**src/rtl/addr_dec_pkg.sv**
```systemverilog
// Package: helpers shared by the decoder modules.
// Assumes data widths are powers of two and at least 8 bits.
package addr_dec_pkg;

    // Number of byte-offset bits below a word of the given data width.
    function automatic int byte_shift(input int data_w);
        return $clog2(data_w / 8);
    endfunction

endpackage

```
**src/rtl/addr_slice_match.sv**
```systemverilog
// Module: addr_slice_match
// Compares one master address with one slave region and cuts out the
// slave-local word address. Purely combinational.
// Assumes LOC_W <= LOC_MAX and LOC_W + SHIFT < ADDR_W.
module addr_slice_match #(
    parameter int ADDR_W  = 32,
    parameter int LOC_MAX = 8,
    parameter int LOC_W   = 4,
    parameter int SHIFT   = 2,
    parameter logic [ADDR_W-1:0] BASE = '0
) (
    input  logic [ADDR_W-1:0]  addr,
    output logic               hit,
    output logic [LOC_MAX-1:0] loc
);
    localparam int CMP_LO = LOC_W + SHIFT;

    logic unused_bits;

    // Keep every address bit referenced so that no slice width leaves a bit dangling.
    assign unused_bits = ^addr;

    // Region match on the bits above the slave's local span.
    assign hit = (addr[ADDR_W-1:CMP_LO] == BASE[ADDR_W-1:CMP_LO]);

    // Local address: a one-bit slave always takes bit 1, wider slaves skip the byte offset.
    generate
        if (LOC_W == 0) begin : g_none
            assign loc = '0;
        end else if (LOC_W == 1) begin : g_one
            assign loc = LOC_MAX'(addr[1]);
        end else begin : g_wide
            assign loc = LOC_MAX'(addr[LOC_W+SHIFT-1:SHIFT]);
        end
    endgenerate

endmodule

```
**src/rtl/chan_sel.sv**
```systemverilog
// Module: chan_sel
// Registers the select vector of one channel: the match vector gated by
// that channel's handshake. Synchronous active-low reset clears it.
// Assumes the match vector is already stable before the clock edge.
module chan_sel #(
    parameter int N = 4
) (
    input  logic         clk,
    input  logic         rst_n,
    input  logic [N-1:0] hit,
    input  logic         qual,
    output logic [N-1:0] sel
);
    // Select register: follows the match only while the handshake is high.
    always_ff @(posedge clk) begin
        if (!rst_n) begin
            sel <= '0;
        end else if (qual) begin
            sel <= hit;
        end else begin
            sel <= '0;
        end
    end

endmodule

```
**src/rtl/addr_chan_decoder.sv**
```systemverilog
// Module: addr_chan_decoder
// Top-level address decode for one master and N_SLV slaves. It decodes the
// read and write addresses separately and registers four select vectors,
// one for each channel. It also exposes the local word address for each slave.
// Assumes the slave regions are aligned to their size and do not overlap.
module addr_chan_decoder #(
    parameter int ADDR_W  = 32,
    parameter int N_SLV   = 4,
    parameter int LOC_MAX = 8,
    parameter logic [N_SLV-1:0][ADDR_W-1:0] SLV_BASE =
        {32'h0000_4000, 32'h0000_3000, 32'h0000_2000, 32'h0000_1000},
    parameter logic [N_SLV-1:0][7:0]  SLV_LOCW = {8'd8, 8'd3, 8'd1, 8'd4},
    parameter logic [N_SLV-1:0][15:0] SLV_DW   = {16'd8, 16'd64, 16'd32, 16'd32}
) (
    input  logic                     clk,
    input  logic                     rst_n,
    input  logic [ADDR_W-1:0]        wr_addr,
    input  logic [ADDR_W-1:0]        rd_addr,
    input  logic                     aw_valid,
    input  logic                     w_valid,
    input  logic                     ar_valid,
    input  logic                     r_ready,
    output logic [N_SLV-1:0]         aw_sel,
    output logic [N_SLV-1:0]         w_sel,
    output logic [N_SLV-1:0]         ar_sel,
    output logic [N_SLV-1:0]         r_sel,
    output logic [N_SLV*LOC_MAX-1:0] slv_waddr,
    output logic [N_SLV*LOC_MAX-1:0] slv_raddr
);
    logic [N_SLV-1:0]              w_hit;
    logic [N_SLV-1:0]              r_hit;
    logic [N_SLV-1:0][LOC_MAX-1:0] w_loc;
    logic [N_SLV-1:0][LOC_MAX-1:0] r_loc;

    // One matcher per slave on each address path.
    generate
        for (genvar i = 0; i < N_SLV; i++) begin : g_slv
            localparam int LW = int'(SLV_LOCW[i]);
            localparam int SH = addr_dec_pkg::byte_shift(int'(SLV_DW[i]));

            addr_slice_match #(
                .ADDR_W (ADDR_W),
                .LOC_MAX(LOC_MAX),
                .LOC_W  (LW),
                .SHIFT  (SH),
                .BASE   (SLV_BASE[i])
            ) i_wmatch (
                .addr(wr_addr),
                .hit (w_hit[i]),
                .loc (w_loc[i])
            );

            addr_slice_match #(
                .ADDR_W (ADDR_W),
                .LOC_MAX(LOC_MAX),
                .LOC_W  (LW),
                .SHIFT  (SH),
                .BASE   (SLV_BASE[i])
            ) i_rmatch (
                .addr(rd_addr),
                .hit (r_hit[i]),
                .loc (r_loc[i])
            );
        end
    endgenerate

    assign slv_waddr = w_loc;
    assign slv_raddr = r_loc;

    // Four channel select registers: write paths use the write match, read paths the read match.
    chan_sel #(.N(N_SLV)) i_aw (.clk(clk), .rst_n(rst_n), .hit(w_hit), .qual(aw_valid), .sel(aw_sel));
    chan_sel #(.N(N_SLV)) i_w  (.clk(clk), .rst_n(rst_n), .hit(w_hit), .qual(w_valid),  .sel(w_sel));
    chan_sel #(.N(N_SLV)) i_ar (.clk(clk), .rst_n(rst_n), .hit(r_hit), .qual(ar_valid), .sel(ar_sel));
    chan_sel #(.N(N_SLV)) i_r  (.clk(clk), .rst_n(rst_n), .hit(r_hit), .qual(r_ready),  .sel(r_sel));

    // a reset edge leaves every select cleared.
    p_rst_clear_r1: assert property (@(posedge clk)
        !rst_n |=> (aw_sel == '0 && w_sel == '0 && ar_sel == '0 && r_sel == '0));

    // a write-address select needs aw_valid at the edge before.
    p_aw_needs_valid_r4: assert property (@(posedge clk) disable iff (!rst_n)
        (aw_sel != '0) |-> $past(aw_valid));

    // a write-data select needs w_valid at the edge before.
    p_w_needs_valid_r5: assert property (@(posedge clk) disable iff (!rst_n)
        (w_sel != '0) |-> $past(w_valid));

    // a read-address select needs ar_valid at the edge before.
    p_ar_needs_valid_r6: assert property (@(posedge clk) disable iff (!rst_n)
        (ar_sel != '0) |-> $past(ar_valid));

    // a read-data select needs r_ready at the edge before.
    p_r_needs_ready_r7: assert property (@(posedge clk) disable iff (!rst_n)
        (r_sel != '0) |-> $past(r_ready));

    // at most one slave is selected on each channel.
    p_onehot_sel_r9: assert property (@(posedge clk) disable iff (!rst_n)
        $onehot0(aw_sel) && $onehot0(w_sel) && $onehot0(ar_sel) && $onehot0(r_sel));

    // a stable read path with no read handshake keeps the read selects at zero.
    p_read_isolated_r10: assert property (@(posedge clk) disable iff (!rst_n)
        (!ar_valid && !r_ready) |=> (ar_sel == '0 && r_sel == '0));

endmodule

```
**config.mk**
```make
export PLATFORM = sky130hd
export DESIGN_NAME = addr_chan_decoder
export DESIGN_NICKNAME = d
export VERILOG_FILES = /design/src/rtl/addr_dec_pkg.sv /design/src/rtl/addr_slice_match.sv /design/src/rtl/chan_sel.sv /design/src/rtl/addr_chan_decoder.sv
export SDC_FILE = /design/constraint.sdc
export NUM_CORES = 1
export LEC_CHECK = 0
export ABC_AREA = 1
export ABC_CLOCK_PERIOD_IN_PS = 800
export BUFFER_PORTS_ARGS = -buffer_cell sky130_fd_sc_hd__buf_2
export CAP_MARGIN = 15
export CORE_UTILIZATION = 34
export CTS_BUF_LIST = sky130_fd_sc_hd__clkbuf_4
export CTS_CLUSTER_DIAMETER = 30
export DETAILED_ROUTE_END_ITERATION = 10
export PLACE_DENSITY = 0.83
export SYNTH_ARGS = -nofsm -noshare
export SYNTH_HDL_FRONTEND = slang
export SYNTH_SLANG_ARGS = --single-unit
```
**constraint.sdc**
```tcl
create_clock -name clk -period 0.8 [get_ports clk]
set_input_delay 0.16 -clock clk [delete_from_list [all_inputs] [get_ports clk]]
set_output_delay 0.16 -clock clk [all_outputs]
set_load 0.05 [all_outputs]
```
Word-level counts from Yosys, hierarchy flattened
Cells that the tools add are included.
{"block": "totals", "register_bits": 16, "inputBits": 70, "output_inout_bits": 80, "elab_cells": 16}
{"block": "classes", "eq_ne": 8, "reduce_logical": 4}
{"operator": "29-bit by 11-bit == test with 1-bit output (second input constant)", "n": 2}
{"operator": "26-bit by 7-bit == test with 1-bit output (second input constant)", "n": 2}
{"operator": "26-bit by 8-bit == test with 1-bit output (second input constant)", "n": 2}
{"operator": "24-bit by 7-bit == test with 1-bit output (second input constant)", "n": 2}
{"operator": "2-bit AND reduction", "n": 4}

Logic depth before layout (Yosys ltp)
Gate-level depths: netlist (run 1).
{"block": "depth", "depth_word": 1, "depth_mapped": 6}

Modules after synthesis
From an unflattened synthesis (run 1), not the netlist that was laid out.
{"block": "hier_totals", "hier_cells": 330, "hier_area_um2": 1804.2}
{"module": "chan_sel", "n_inst": 4, "cells_per_inst": 13, "area_per_inst_um2": 116.4, "seq_area_each_um2": 80.1}
{"module": "addr_slice_match at g_slv[1].i_rmatch ...", "n_inst": 2, "cells_per_inst": 39, "area_per_inst_um2": 183.9, "seq_area_each_um2": 0.0}
{"module": "addr_slice_match at g_slv[2].i_rmatch ...", "n_inst": 2, "cells_per_inst": 35, "area_per_inst_um2": 171.4, "seq_area_each_um2": 0.0}
{"module": "addr_slice_match at g_slv[0].i_rmatch ...", "n_inst": 2, "cells_per_inst": 35, "area_per_inst_um2": 166.4, "seq_area_each_um2": 0.0}
{"module": "addr_slice_match at g_slv[3].i_rmatch ...", "n_inst": 2, "cells_per_inst": 30, "area_per_inst_um2": 147.6, "seq_area_each_um2": 0.0}

Worst setup path after synthesis (run 1)
No wires, ideal clock.
{"block": "synth_path", "path_type": "register -> output", "startpoint": "register i_ar.sel[0]", "endpoint": "output ar_sel[0]", "arrival_time_ns": 0.587, "required_ns": 0.640, "setup_slack_ns": 0.053, "stages_incl_launch_ff": 1, "n_path_buf": 0, "path_cell_list": "dfxtp_1"}
{"item": "start: declaration", "line": "chan_sel.sv:12", "rtl": "output logic [N-1:0] sel"}
{"item": "start signal: assignment", "line": "chan_sel.sv:19", "rtl": "sel <= hit;"}
{"item": "end: declaration", "line": "addr_chan_decoder.sv:25", "rtl": "output logic [N_SLV-1:0] ar_sel,"}
No word-level cell between the ends.

Worst setup path after layout (run 1)
{"block": "layout_path", "startpoint": "register i_ar.sel[0]", "endpoint": "output ar_sel[0]"}
No word-level cell between the ends.

==> flow_metrics.tcl, run 1 <==
set metrics [dict create \
    yosysMostFrequentCell "buf_4" \
    pin_count 150 \
    dr.pass1.iters 4 \
    rsz0062_at_grt "true" \
    clockBufferDepth 2 \
    ir_drop_v 0.0006372 \
    nFillCells 332 \
    vias_per_cell 4.026 \
    clock_sinks 16 \
    dpl_worst_slack_ns -0.1939 \
    ys_top_cells_by_count "buf_4, nor2_1, nand2_1" \
    yosysTopAreaCell "buf_4" \
    setup_ws_ns -0.1439 \
    fp.dieH_um 62.63 \
    outcome "complete, but fails checks" \
    drt-total-wl_um 2690 \
    fin_area_um2 1698 \
    period_needed_ns 0.9439 \
    grt_pass1_wl_um 3912 \
    finalCritPeriodShare_pct 118.0 \
    cp.required_ns 0.64 \
    rows 21 \
    ys_async_sr_fraction_pct 0 \
    synth_area_per_cell_um2 6.830 \
    gr-total-overflow 0 \
    static-leakage-power_nw 0.8792 \
    dpl_cell_area_um2 1494 \
    clk_pin_slew_worst_paths_ns 0.09 \
    cts-root-buf "clkbuf_4" \
    cts_resized 54 \
    drv_slew 0 \
    cp_top_family "flip-flops" \
    min_path_type "input pin to flop" \
    dp_cells 303 \
    final-instance-count-excl-fill 307 \
    portBuffers 101 \
    syn_inst 183 \
    vias 1236 \
    synth_area_leaders "buf_4, dfxtp_1, nor2_1, nand2_1, nor2_2" \
    cp_max_fo 1 \
    power_density_nw_per_um2 1239 \
    cts_setup_buffers 0 \
    core_um2 3416 \
    fin_nets 332 \
    crit_path_cell_trace "buf_8" \
    grt_use_total_pct 12.27 \
    worstSetupPathType "flop to primary output" \
    yosys.cell_types.count 13 \
    num_antenna_cells 0 \
    hold_viol_final 0 \
    routedWlPerCell_um 8.762 \
    grt_pass1_vias 1009 \
    cp-end-kind "primary output" \
    cap_violations 0 \
    synth_edf_count 0 \
    dp.final_hpwl_um 2283 \
    hold_buffers 0 \
    antenna_found_initial 0 \
    cts_buffers 3 \
    ant_nets 0 \
    drc 0 \
    cp_slowest_stage_delay_ns 0.35 \
    yosysWarnings 0 \
    place.gp.congestion 0.6964 \
    synth_ff_type "dfxtp_1" \
    start_util_pct 36.59 \
    cp_num_buf_inv 1 \
    chipWidth_um 62.63 \
    startpoint_type "flop" \
    h-tree-depth 1 \
    die_area_um2 3923 \
    yosys_register_bits 16 \
    grt_max_degree 10 \
    drive_gt1_share_pct 54.79 \
    slowest_stage "dfxtp_2" \
    worstPathArrival_ns 0.78 \
    drt_iter0_drc 35 \
    synthesis.area_um2 1250 \
    synth_top_area_share_pct 38.44 \
    area_growth_pct 35.84 \
    clock.fmax_ghz 1.059 \
    setup_viol 16 \
    violations "setup timing" \
    cts_tree "done" \
    synth-seq-area-share_pct 25.63 \
]
==> per-layer routing <==
| metal | track usage (%) | vias to the layer above | part of all wire [%] |
|---|---|---|---|
| met5 | 0 | - | 0 |
| li1 | - | 619 | - |
| met2 | 23.37 | 81 | 52 |
| met3 | 1.825 | 10 | 8.9 |
| met4 | 5.814 | 0 | 2.2 |
| met1 | 13.00 | 526 | 37 |
==> logic make-up (layout without fill, tap and decap cells) <==
logic type	Yosys count	after routing	synth area share (%)
buffers and inverters	68	115	39.64
flip-flops	16	16	25.63
other	1	32	0.3000
AND/OR/NAND/NOR	98	98	34.43
==> registers in the layout (all words and copies together) (netlist names) <==
signal	cells
i_r.sel	4
i_aw.sel	4
i_ar.sel	4
i_w.sel	4
==> worst paths after layout <==
path | startpoint | to | slack, ns | cells past startpoint
hold / removal | r_ready | i_r.sel[0] | 0.18 | 3
setup / recovery | i_ar.sel[0] | ar_sel[0] | -0.14 | 1
==> area by class of cell <==
cell class              instances  area [µm²]  area share (%)
flip-flops and latches         16       340.3           20.04
clock buffers                   3       22.52           1.326
repair buffers                107       680.7           40.09
multi-input cells             130       578.1           34.05
clock inverters                 1       3.754          0.2211
well taps                      46       57.56           3.390
inverters                       4       15.01          0.8843
==> cells in the final DEF (no fill, tap or decap) <==
| cell type | Yosys | final |
|---|---|---|
| buf_2 | 0 | 85 |
| buf_4 | 64 | 6 |
| buf_6 | 0 | 8 |
| buf_8 | 0 | 8 |
| clkbuf_4 | 0 | 3 |
| clkinv_1 | 0 | 1 |
| conb_1 | 1 | 32 |
| dfxtp_2 | 0 | 16 |
| inv_1 | 4 | 4 |
| nand2_1 | 26 | 26 |
| nand2_2 | 3 | 2 |
| nand2_4 | 0 | 1 |
| nand3_1 | 6 | 6 |
| nand3b_1 | 2 | 2 |
| nor2_1 | 43 | 42 |
| nor2_2 | 8 | 9 |
| nor2_4 | 1 | 1 |
| nor3_1 | 8 | 4 |
| nor3_2 | 0 | 4 |
| or2_1 | 1 | 1 |
==> power breakdown <==
| group | switching [mW] | total [mW] | internal (mW) | leakage, nW |
|---|---|---|---|---|
| Clock | 0.244 | 0.425 | 0.181 | 0.0154 |
| Combinational | 0.683 | 0.884 | 0.200 | 0.727 |
| Sequential | 0.00000000656 | 0.795 | 0.795 | 0.137 |
| Total | 0.927 | 2.10 | 1.18 | 0.879 |
==> per-stage QoR <==
| step | power (mW) | TNS, ns | hold slack [ns] | util (%) |
|---|---|---|---|---|
| floorplan | 1.775 | 0 | 0.3453 | - |
| finish | 2.103 | -2.005 | 0.1802 | 49.71 |
| global route | 2.199 | -2.428 | 0.1870 | 49.71 |
| global placement | 1.685 | -2.058 | 0.3203 | 43.74 |
| detailed placement | 1.692 | -2.536 | 0.3203 | 43.74 |
| CTS | 2.100 | -1.995 | 0.1807 | 48.68 |
(Power assumes the default switching activity.)
==> inputs of run 2 (changes only) <==
--- a/constraint.sdc
+++ b/constraint.sdc
@@ -3,2 +3,2 @@
 set_output_delay 0.16 -clock clk [all_outputs]
-set_load 0.05 [all_outputs]
+set_load 0.005 [all_outputs]
==> flow_metrics.tcl, run 2 (synthesis results as in run 1) <==
set metrics [dict create \
    outcome "complete, but fails checks" \
    violations "setup timing" \
    most-common-layout-cells "buf_2, nor2_1, conb_1" \
    rsz0062_at_grt "true" \
    slowest_stage "dfxtp_1" \
    dr.pass1.iters 4 \
    pin_count 150 \
    cp_num_cells 1 \
    grt_use_total_pct 11.55 \
    whs_path_depth 3 \
    clock_sinks 16 \
    static-leakage-power_nw 0.8537 \
    core_um2 3416 \
    chipWidth_um 62.63 \
    worstSetupPathType "flop to primary output" \
    rows 21 \
    cp_slowest_stage_delay_ns 0.31 \
    clockBufferDepth 2 \
    setup_ws_ns -0.07259 \
    fp.dieH_um 62.63 \
    vias 1216 \
    fin_util_pct 45.31 \
    cts-root-buf "clkbuf_4" \
    finalCritPeriodShare_pct 109.1 \
    drt_iter0_drc 37 \
    area_growth_pct 23.82 \
    period_needed_ns 0.8726 \
    drv_slew 0 \
    grt_pass1_wl_um 3698 \
    antenna_found_initial 0 \
    grt_pass1_vias 951 \
    routedWlPerCell_um 8.280 \
    nFillCells 348 \
    cp_num_buf_inv 1 \
    dp.final_hpwl_um 2283 \
    startpoint_type "flop" \
    cp-end-kind "primary output" \
    mostFrequentLayoutCell "buf_2" \
    portBuffers 101 \
    cts_buffers 3 \
    drive_gt1_share_pct 48.66 \
    h-tree-depth 1 \
    power_density_nw_per_um2 1034 \
    fin_nets 332 \
    grt_max_degree 10 \
    cp.required_ns 0.64 \
    hold_buffers 0 \
    cp_max_fo 1 \
    setup_viol 16 \
    drc 0 \
    drt-total-wl_um 2542 \
    cp_top_family "flip-flops" \
    start_util_pct 36.59 \
    finalPower_mw 1.600 \
    ir_drop_v 0.0003947 \
    vias_per_cell 3.961 \
    place.gp.congestion 0.6964 \
    die_area_um2 3923 \
    whs_ns 0.1799 \
    min_path_type "input pin to flop" \
    cts_tree "done" \
    num_antenna_cells 0 \
    hold_viol_final 0 \
    gr-total-overflow 0 \
    cap_violations 0 \
    ant_nets 0 \
    worstPathArrival_ns 0.71 \
    clock.fmax_ghz 1.146 \
    clk_pin_slew_worst_paths_ns 0.09 \
    crit_path_cell_trace "buf_2" \
]
==> run 2: area by class of cell <==
| cell class | count | area, µm² | share of cell area, % |
|---|---|---|---|
| Multi-Input combinational cell | 130 | 578.1 | 37.35 |
| Timing Repair Buffer | 107 | 550.5 | 35.57 |
| Sequential cell | 16 | 320.3 | 20.70 |
| Tap cell | 46 | 57.56 | 3.719 |
| Clock buffer | 3 | 22.52 | 1.455 |
| Inverter | 4 | 15.01 | 0.9701 |
| Clock inverter | 1 | 3.754 | 0.2425 |
==> run 2: worst paths after layout <==
check | start | endpoint | slack [ns]
setup / recovery | i_w.sel[2] | w_sel[2] | -0.07
hold / removal | r_ready | i_r.sel[0] | 0.18
==> run 2: through the flow <==
step           worst slack (ns)  instance area (µm²)  TNS (ns)  instances
2_1_floorplan           0.05410                 1366         0        214
4_1_cts                -0.07695                 1520    -1.055        307
5_1_grt                 -0.1030                 1548    -1.425        307
3_5_place_dp            -0.1939                 1494    -2.536        303
6_report               -0.07259                 1548   -0.9795        307
3_3_place_gp            -0.1553                 1494    -2.058        303
==> run 2: where the power goes <==
group          internal, mW  switching, mW
clock network         0.181          0.236
registers             0.795  0.00000000238
logic                 0.198          0.189
==> run 2: metal layers <==
layer | part of all wire (%) | track usage, %
met5 | 0 | 0
met4 | 2.4 | 5.814
met3 | 9.5 | 2.007
met2 | 49 | 21.06
met1 | 39 | 12.71
==> run 2: what timing repair did <==
action	4_1_cts	5_1_grt
setup buffers	0	0
resized for setup	0	6
hold endpoints to repair	0	0
endpoints found under the setup margin	16	21
